`src/rtl/lpm_pkg.sv`:
```
// Shared types for the low-power mode sequencer.
// Assumes: one clock domain; the states are encoded in two bits.
package lpm_pkg;
    typedef enum logic [1:0] {
        LPM_RUN   = 2'd0,
        LPM_IDLE  = 2'd1,
        LPM_PDOWN = 2'd2,
        LPM_WARM  = 2'd3
    } lpm_state_e;

    typedef enum logic {
        CAUSE_WAKE  = 1'b0,
        CAUSE_RESET = 1'b1
    } lpm_cause_e;
endpackage

```
`src/rtl/lpm_wake_detect.sv`:
```
// Qualifies the external interrupt pins for Power-down wake-up.
// A pin qualifies when wake-up is enabled, the pin is enabled and the pin
// is level-triggered. wake_req is 1 while any qualifying pin is low.
// Assumes: pins are already synchronised to clk.
module lpm_wake_detect #(
    parameter int N_EXT = 2
) (
    input  logic             wake_en,
    input  logic [N_EXT-1:0] ext_pin_n,
    input  logic [N_EXT-1:0] ext_en,
    input  logic [N_EXT-1:0] ext_edge,
    output logic             wake_req,
    output logic             wake_released
);
    logic [N_EXT-1:0] pin_low_qual;

    for (genvar i = 0; i < N_EXT; i++) begin : g_pin
        // one pin: qualified and currently low
        assign pin_low_qual[i] = wake_en & ext_en[i] & ~ext_edge[i] & ~ext_pin_n[i];
    end

    // summarise all pins
    assign wake_req      = |pin_low_qual;
    assign wake_released = ~wake_req;
endmodule

```
`src/rtl/lpm_settle_timer.sv`:
```
// Oscillator stabilisation counter. It counts while run is 1 and holds at
// LIMIT. It clears whenever run is 0.
// Assumes: run rises in the first cycle the oscillator is enabled again.
module lpm_settle_timer #(
    parameter int LIMIT = 16
) (
    input  logic clk,
    input  logic rst_n,
    input  logic run,
    output logic done
);
    localparam int CW = $clog2(LIMIT + 1);

    logic [CW-1:0] cnt;

    assign done = (cnt == CW'(LIMIT));

    // count up while the oscillator warms, saturating at LIMIT
    always_ff @(posedge clk) begin
        if (!rst_n || !run) cnt <= '0;
        else if (!done)     cnt <= cnt + 1'b1;
    end

    AST_NO_OVERFLOW: assert property (@(posedge clk) disable iff (!rst_n)
        cnt <= CW'(LIMIT));
endmodule

```
`src/rtl/lpm_pin_override.sv`:
```
// Decodes the pin levels forced while the core sleeps.
// Assumes: state comes straight from the sequencer's state register.
module lpm_pin_override
    import lpm_pkg::*;
(
    input  logic       clk,
    input  logic       rst_n,
    input  lpm_state_e state,
    input  logic       ext_mem,
    output logic       pin_hold,
    output logic       ale_lvl,
    output logic       psen_lvl,
    output logic       pwm_lvl,
    output logic       p0_float,
    output logic       p2_addr
);
    logic in_idle, in_pd;

    // classify the state
    always_comb begin
        in_idle = (state == LPM_IDLE);
        in_pd   = (state == LPM_PDOWN) || (state == LPM_WARM);
    end

    // forced levels per mode
    always_comb begin
        pin_hold = in_idle | in_pd;
        ale_lvl  = in_idle;
        psen_lvl = in_idle;
        pwm_lvl  = in_idle | in_pd;
        p0_float = ext_mem & (in_idle | in_pd);
        p2_addr  = ext_mem & in_idle;
    end

    AST_P2_IDLE_ONLY: assert property (@(posedge clk) disable iff (!rst_n)
        p2_addr |-> (psen_lvl && p0_float));
endmodule

```
`src/rtl/lpm_mode_fsm.sv`:
```
// Mode sequencer: run, Idle, Power-down and oscillator warm-up.
// Hardware reset has the highest priority, and Power-down wins over Idle.
// The exit strobes are registered, so each is high in the first run cycle.
// Assumes: req_idle and req_pdown are one-cycle write strobes.
module lpm_mode_fsm
    import lpm_pkg::*;
(
    input  logic       clk,
    input  logic       rst_n,
    input  logic       hw_reset,
    input  logic       req_idle,
    input  logic       req_pdown,
    input  logic       irq_any,
    input  logic       wake_req,
    input  logic       wake_released,
    input  logic       tmr_done,
    output lpm_state_e state,
    output logic       cpu_clk_en,
    output logic       per_clk_en,
    output logic       osc_en,
    output logic       sfr_reset,
    output logic       isr_resume
);
    lpm_state_e nxt;
    lpm_cause_e cause, nxt_cause;
    logic       go_sfr, go_isr;

    // next-state and exit-strobe decision
    always_comb begin
        nxt       = state;
        nxt_cause = cause;
        go_sfr    = 1'b0;
        go_isr    = 1'b0;
        case (state)
            LPM_RUN: begin
                if (hw_reset)       go_sfr = 1'b1;
                else if (req_pdown) nxt = LPM_PDOWN;
                else if (req_idle)  nxt = LPM_IDLE;
            end
            LPM_IDLE: begin
                if (hw_reset) begin
                    nxt = LPM_RUN; go_sfr = 1'b1;
                end else if (irq_any) begin
                    nxt = LPM_RUN; go_isr = 1'b1;
                end
            end
            LPM_PDOWN: begin
                if (hw_reset) begin
                    nxt = LPM_WARM; nxt_cause = CAUSE_RESET;
                end else if (wake_req) begin
                    nxt = LPM_WARM; nxt_cause = CAUSE_WAKE;
                end
            end
            LPM_WARM: begin
                if (hw_reset) nxt_cause = CAUSE_RESET;
                if (tmr_done) begin
                    if (hw_reset || cause == CAUSE_RESET) begin
                        nxt = LPM_RUN; go_sfr = 1'b1;
                    end else if (wake_released) begin
                        nxt = LPM_RUN; go_isr = 1'b1;
                    end
                end
            end
            default: nxt = LPM_RUN;
        endcase
    end

    // state, exit cause and strobe registers
    always_ff @(posedge clk) begin
        if (!rst_n) begin
            state      <= LPM_RUN;
            cause      <= CAUSE_WAKE;
            sfr_reset  <= 1'b0;
            isr_resume <= 1'b0;
        end else begin
            state      <= nxt;
            cause      <= nxt_cause;
            sfr_reset  <= go_sfr;
            isr_resume <= go_isr;
        end
    end

    // clock and oscillator gates from the state
    always_comb begin
        cpu_clk_en = (state == LPM_RUN);
        per_clk_en = (state == LPM_RUN) || (state == LPM_IDLE);
        osc_en     = (state != LPM_PDOWN);
    end

    AST_IDLE_IRQ_EXIT: assert property (@(posedge clk) disable iff (!rst_n)
        (state == LPM_IDLE && irq_any && !hw_reset) |=> (cpu_clk_en && isr_resume));
    AST_PD_IGNORES: assert property (@(posedge clk) disable iff (!rst_n)
        (state == LPM_PDOWN && !hw_reset && !wake_req) |=> !osc_en);
    AST_SETTLE_GATE: assert property (@(posedge clk) disable iff (!rst_n)
        (state == LPM_WARM && !tmr_done) |=> !cpu_clk_en);
    AST_WAKE_RELEASE: assert property (@(posedge clk) disable iff (!rst_n)
        (state == LPM_WARM && cause == CAUSE_WAKE && !hw_reset && !wake_released) |=> !cpu_clk_en);
    AST_STROBE_EXCL: assert property (@(posedge clk) disable iff (!rst_n)
        !(sfr_reset && isr_resume));
    AST_REQ_IGNORED: assert property (@(posedge clk) disable iff (!rst_n)
        (state == LPM_IDLE && !irq_any && !hw_reset) |=> (state == LPM_IDLE));
endmodule

```
`src/rtl/lpm_ctrl.sv`:
```
// Top of the low-power mode sequencer. It joins wake-pin qualification,
// the stabilisation timer, the mode sequencer and the pin-level decode.
// Assumes: irq_pend carries only interrupts that are already enabled.
module lpm_ctrl
    import lpm_pkg::*;
#(
    parameter int N_IRQ         = 8,
    parameter int N_EXT         = 2,
    parameter int SETTLE_CYCLES = 16
) (
    input  logic             clk,
    input  logic             rst_n,
    input  logic             hw_reset,
    input  logic             req_idle,
    input  logic             req_pdown,
    input  logic             wake_en,
    input  logic [N_IRQ-1:0] irq_pend,
    input  logic [N_EXT-1:0] ext_pin_n,
    input  logic [N_EXT-1:0] ext_en,
    input  logic [N_EXT-1:0] ext_edge,
    input  logic             ext_mem,
    output logic             cpu_clk_en,
    output logic             per_clk_en,
    output logic             osc_en,
    output logic             sfr_reset,
    output logic             isr_resume,
    output logic             pin_hold,
    output logic             ale_lvl,
    output logic             psen_lvl,
    output logic             pwm_lvl,
    output logic             p0_float,
    output logic             p2_addr
);
    lpm_state_e state;
    logic       wake_req, wake_released, tmr_done, irq_any;

    // any enabled interrupt ends Idle
    assign irq_any = |irq_pend;

    lpm_wake_detect #(.N_EXT(N_EXT)) u_wake (
        .wake_en       (wake_en),
        .ext_pin_n     (ext_pin_n),
        .ext_en        (ext_en),
        .ext_edge      (ext_edge),
        .wake_req      (wake_req),
        .wake_released (wake_released)
    );

    lpm_settle_timer #(.LIMIT(SETTLE_CYCLES)) u_timer (
        .clk   (clk),
        .rst_n (rst_n),
        .run   (state == LPM_WARM),
        .done  (tmr_done)
    );

    lpm_mode_fsm u_fsm (
        .clk           (clk),
        .rst_n         (rst_n),
        .hw_reset      (hw_reset),
        .req_idle      (req_idle),
        .req_pdown     (req_pdown),
        .irq_any       (irq_any),
        .wake_req      (wake_req),
        .wake_released (wake_released),
        .tmr_done      (tmr_done),
        .state         (state),
        .cpu_clk_en    (cpu_clk_en),
        .per_clk_en    (per_clk_en),
        .osc_en        (osc_en),
        .sfr_reset     (sfr_reset),
        .isr_resume    (isr_resume)
    );

    lpm_pin_override u_pins (
        .clk      (clk),
        .rst_n    (rst_n),
        .state    (state),
        .ext_mem  (ext_mem),
        .pin_hold (pin_hold),
        .ale_lvl  (ale_lvl),
        .psen_lvl (psen_lvl),
        .pwm_lvl  (pwm_lvl),
        .p0_float (p0_float),
        .p2_addr  (p2_addr)
    );

    AST_OSC_OFF_GATES: assert property (@(posedge clk) disable iff (!rst_n)
        !osc_en |-> (!cpu_clk_en && !per_clk_en && pin_hold));
    AST_RESUME_FROM_SLEEP: assert property (@(posedge clk) disable iff (!rst_n)
        isr_resume |-> (cpu_clk_en && !$past(cpu_clk_en)));
endmodule

```
`config.mk`:
```
export PLATFORM = sky130hd
export DESIGN_NAME = lpm_ctrl
export DESIGN_NICKNAME = d
export VERILOG_FILES = /design/src/rtl/lpm_pkg.sv /design/src/rtl/lpm_wake_detect.sv /design/src/rtl/lpm_settle_timer.sv /design/src/rtl/lpm_pin_override.sv /design/src/rtl/lpm_mode_fsm.sv /design/src/rtl/lpm_ctrl.sv
export SDC_FILE = /design/constraint.sdc
export NUM_CORES = 1
export LEC_CHECK = 0
export CORE_MARGIN = 3
export CORE_UTILIZATION = 38
export CTS_CLUSTER_SIZE = 10
export DETAILED_ROUTE_END_ITERATION = 12
export PLACE_DENSITY = 0.73
export SYNTH_ARGS = -nofsm -noshare
export SYNTH_HDL_FRONTEND = slang
export SYNTH_SLANG_ARGS = --single-unit
```
`constraint.sdc`:
```
create_clock -name clk -period 1.9 [get_ports clk]
set_clock_uncertainty 0.2 [all_clocks]
set_input_delay 0.38 -clock clk [delete_from_list [all_inputs] [get_ports clk]]
set_output_delay 0.38 -clock clk [all_outputs]
set_load 0.1 [all_outputs]
```
==> flow_metrics.tcl <==
set metrics [dict create \
    outcome "finished, final reports clean" \
    synth_fp_nets 95 \
    area_growth_pct 83.8 \
    max-slew-margin-rel_pct 79.9 \
    wl_per_cell_um 14.1 \
    multi_input_area_um2 405 \
    grt_pass1_wl_um 3110 \
    netlist_instances 72 \
    cts_tree "done" \
    place_congestion 0.794 \
    hold_path_class "flip-flop to flip-flop" \
    placed_cells 124 \
    register_area_um2 203 \
    cp-end-kind "output port" \
    path_buf_inv 1 \
    avgSynthCellArea_um2 8.88 \
    synth_seq_cells 10 \
    die_x_um 47.0 \
    startpoint_type "flip-flop" \
    min_period_ps 1810 \
    grt_pass1_vias 697 \
    dieHeight_um 47.0 \
    fmax_mhz 552 \
    rows 14 \
    yosysWarnings 0 \
    num_vias 684 \
    finalWirelength_um 1800 \
    firstDrtPassIters 4 \
    grt_max_degree 11 \
    grt_use_total_pct 20.1 \
    drc 0 \
    avgViaCountPerCell 5.34 \
    cellPowerDensity_nw_per_um2 842 \
    cts_setup_buffers 0 \
    drtAntennaViolNets 0 \
    io_pins 32 \
    crit_required_ps 1320 \
    hold_viol_final 0 \
    core-area_um2 1540 \
    ys_types 33 \
    cp.arrival_ps 1230 \
    syn_area_um2 639 \
    path_cells "nor2b_4 -> and2_4 -> buf_12" \
    die_area_um2 2210 \
    rrSetupSlack_ps 260 \
    clockBufferDepth 2 \
    post-route-period-util_pct 95.4 \
    cp_num_cells 3 \
    numPortBuffers 31 \
    r2r_cells 6 \
    antenna_found_initial 0 \
    crit_family "simple AND/OR/NAND/NOR gates" \
    layout-drive-gt1-share_pct 33.9 \
    slowest_delay_ps 380 \
    clk_pin_slew_ps 70 \
    dpl_cell_area_um2 1140 \
    crit_type "flip-flop to output port" \
    rsz0062_at_grt "no" \
    critPathSlowestCell "dfxtp_2" \
    ys_seq_area_share_pct 31.3 \
    final_area_um2 1170 \
    p_leak_nw 0.463 \
    slew_violations 0 \
    instances_no_fill 128 \
    fin_nets 136 \
    cts_buffers 3 \
    initial_utilization_pct 41.5 \
    min_path_cells 2 \
    n_antenna_cell 0 \
    vdd_drop_max_uv 599 \
    clock_latency_ps 280 \
    n_fill_cell 107 \
    drt-initial-drc-count 8 \
    finalSetupViolations 0 \
    clkSinkCount 10 \
    grt-ovfl-total 0 \
    drv_cap 0 \
    dp_hpwl_um 1450 \
    cts_root_buf "clkbuf_4" \
    cp_max_fo 4 \
    htree_levels 1 \
    worst_pin_slew_ps 300 \
]
-- per-stage QoR --
step	hold WS, ps	util (%)	setup TNS [ps]	power, W	setup WS [ps]
after floorplan	272	-	-1140	0.000592	-652
after global placement	285	73.7	-77.8	0.000786	-39.0
after detailed placement	304	73.7	-213	0.000792	-114
after CTS	322	76.1	0	0.000998	7.75
after global routing	379	76.2	0	0.00103	25.9
final	326	76.2	0	0.000990	88.3
-- layout make-up --
cell class	count	share of cell area, %
Timing Repair Buffer	41	42.2
Multi-Input combinational cell	53	34.5
Sequential cell	10	17.3
Clock buffer	4	3.09
Tap cell	16	1.70
Inverter	4	1.28
-- cells in the final DEF (no fill, tap or decap), drive strengths merged, types with 2 or more instances in the layout --
cell type,count
buf,21
clkdlybuf4s50,20
dfxtp,10
nor2,8
inv,4
nand3,4
nand2,4
clkbuf,4
a21oi,3
nor3b,3
and4bb,3
nand2b,2
nor4,2
xnor2,2
xor2,2
nor3,2
ha,2
nor2b,2
and2,2
o21ai,2
a221oi,2
-- kinds of logic (layout without fill, tap and decap cells) --
logic type	Yosys count	in the layout	synth area share, %
buf+inv	9	49	8.41
flops	10	10	31.3
xor+xnor	4	4	5.48
simple gates	33	33	31.7
compound gates	13	13	17.6
mux	1	1	1.57
fa+ha+maj	2	2	3.91
-- tightest hold or removal path: stages (launching register included) --
cell and delay [ps]:
dfxtp_1 350, xor2_1 70, nor2_1 70
-- synthesized netlist by cell type, drive strengths merged --
cell type	count	share of area, %
nand3b	1	1.2
buf	5	6.1
nor2	8	4.7
o21ai	2	2.2
nand2	4	2.3
ha	2	3.9
a32oi	1	1.4
nor3b	3	5.1
a221oi	2	3.7
xor2	2	2.7
nor2b	2	2.0
a21oi	3	2.3
nor3	2	1.6
a32o	1	1.6
and2	2	2.0
xnor2	2	2.7
o21bai	1	1.2
o2bb2ai	1	2.3
nor4	2	2.0
and4bb	3	5.9
mux2i	1	1.6
o221a	1	1.8
a21boi	1	1.2
nand3	4	3.1
nand2b	2	2.0
inv	4	2.3
dfxtp	10	31
-- metal layers --
layer,GRT usage (%),vias up,wire (um)
met2,33.9,19,892
met5,0,-,0
met4,6.63,0,21
li1,-,336,-
met1,24.8,327,798
met3,4.98,2,91
-- final timing paths --
kind                   from             end
max          u_fsm.state[0]         p2_addr
min          u_timer.cnt[4]  u_timer.cnt[4]
max reg2reg  u_timer.cnt[0]  u_fsm.state[0]
min reg2reg  u_timer.cnt[4]  u_timer.cnt[4]
-- power by group --
part	internal [W]	leakage (nW)	switching (W)
Sequential	0.000221	0.0820	0.0000172
Clock	0.000117	0.0210	0.0000841
Combinational	0.000219	0.360	0.000332
-- what timing repair did --
action	4_1_cts	5_1_grt
resized for setup	1	1
endpoints found under the setup margin	3	2
hold buffers	0	0
-- state kept, by name, summed over array words and instances, names as in the netlist --
register,cells
u_fsm.cause,1
u_fsm.isr_resume,1
u_fsm.sfr_reset,1
u_fsm.state,2
u_timer.cnt,5
Power figures use the tool's default switching activity.
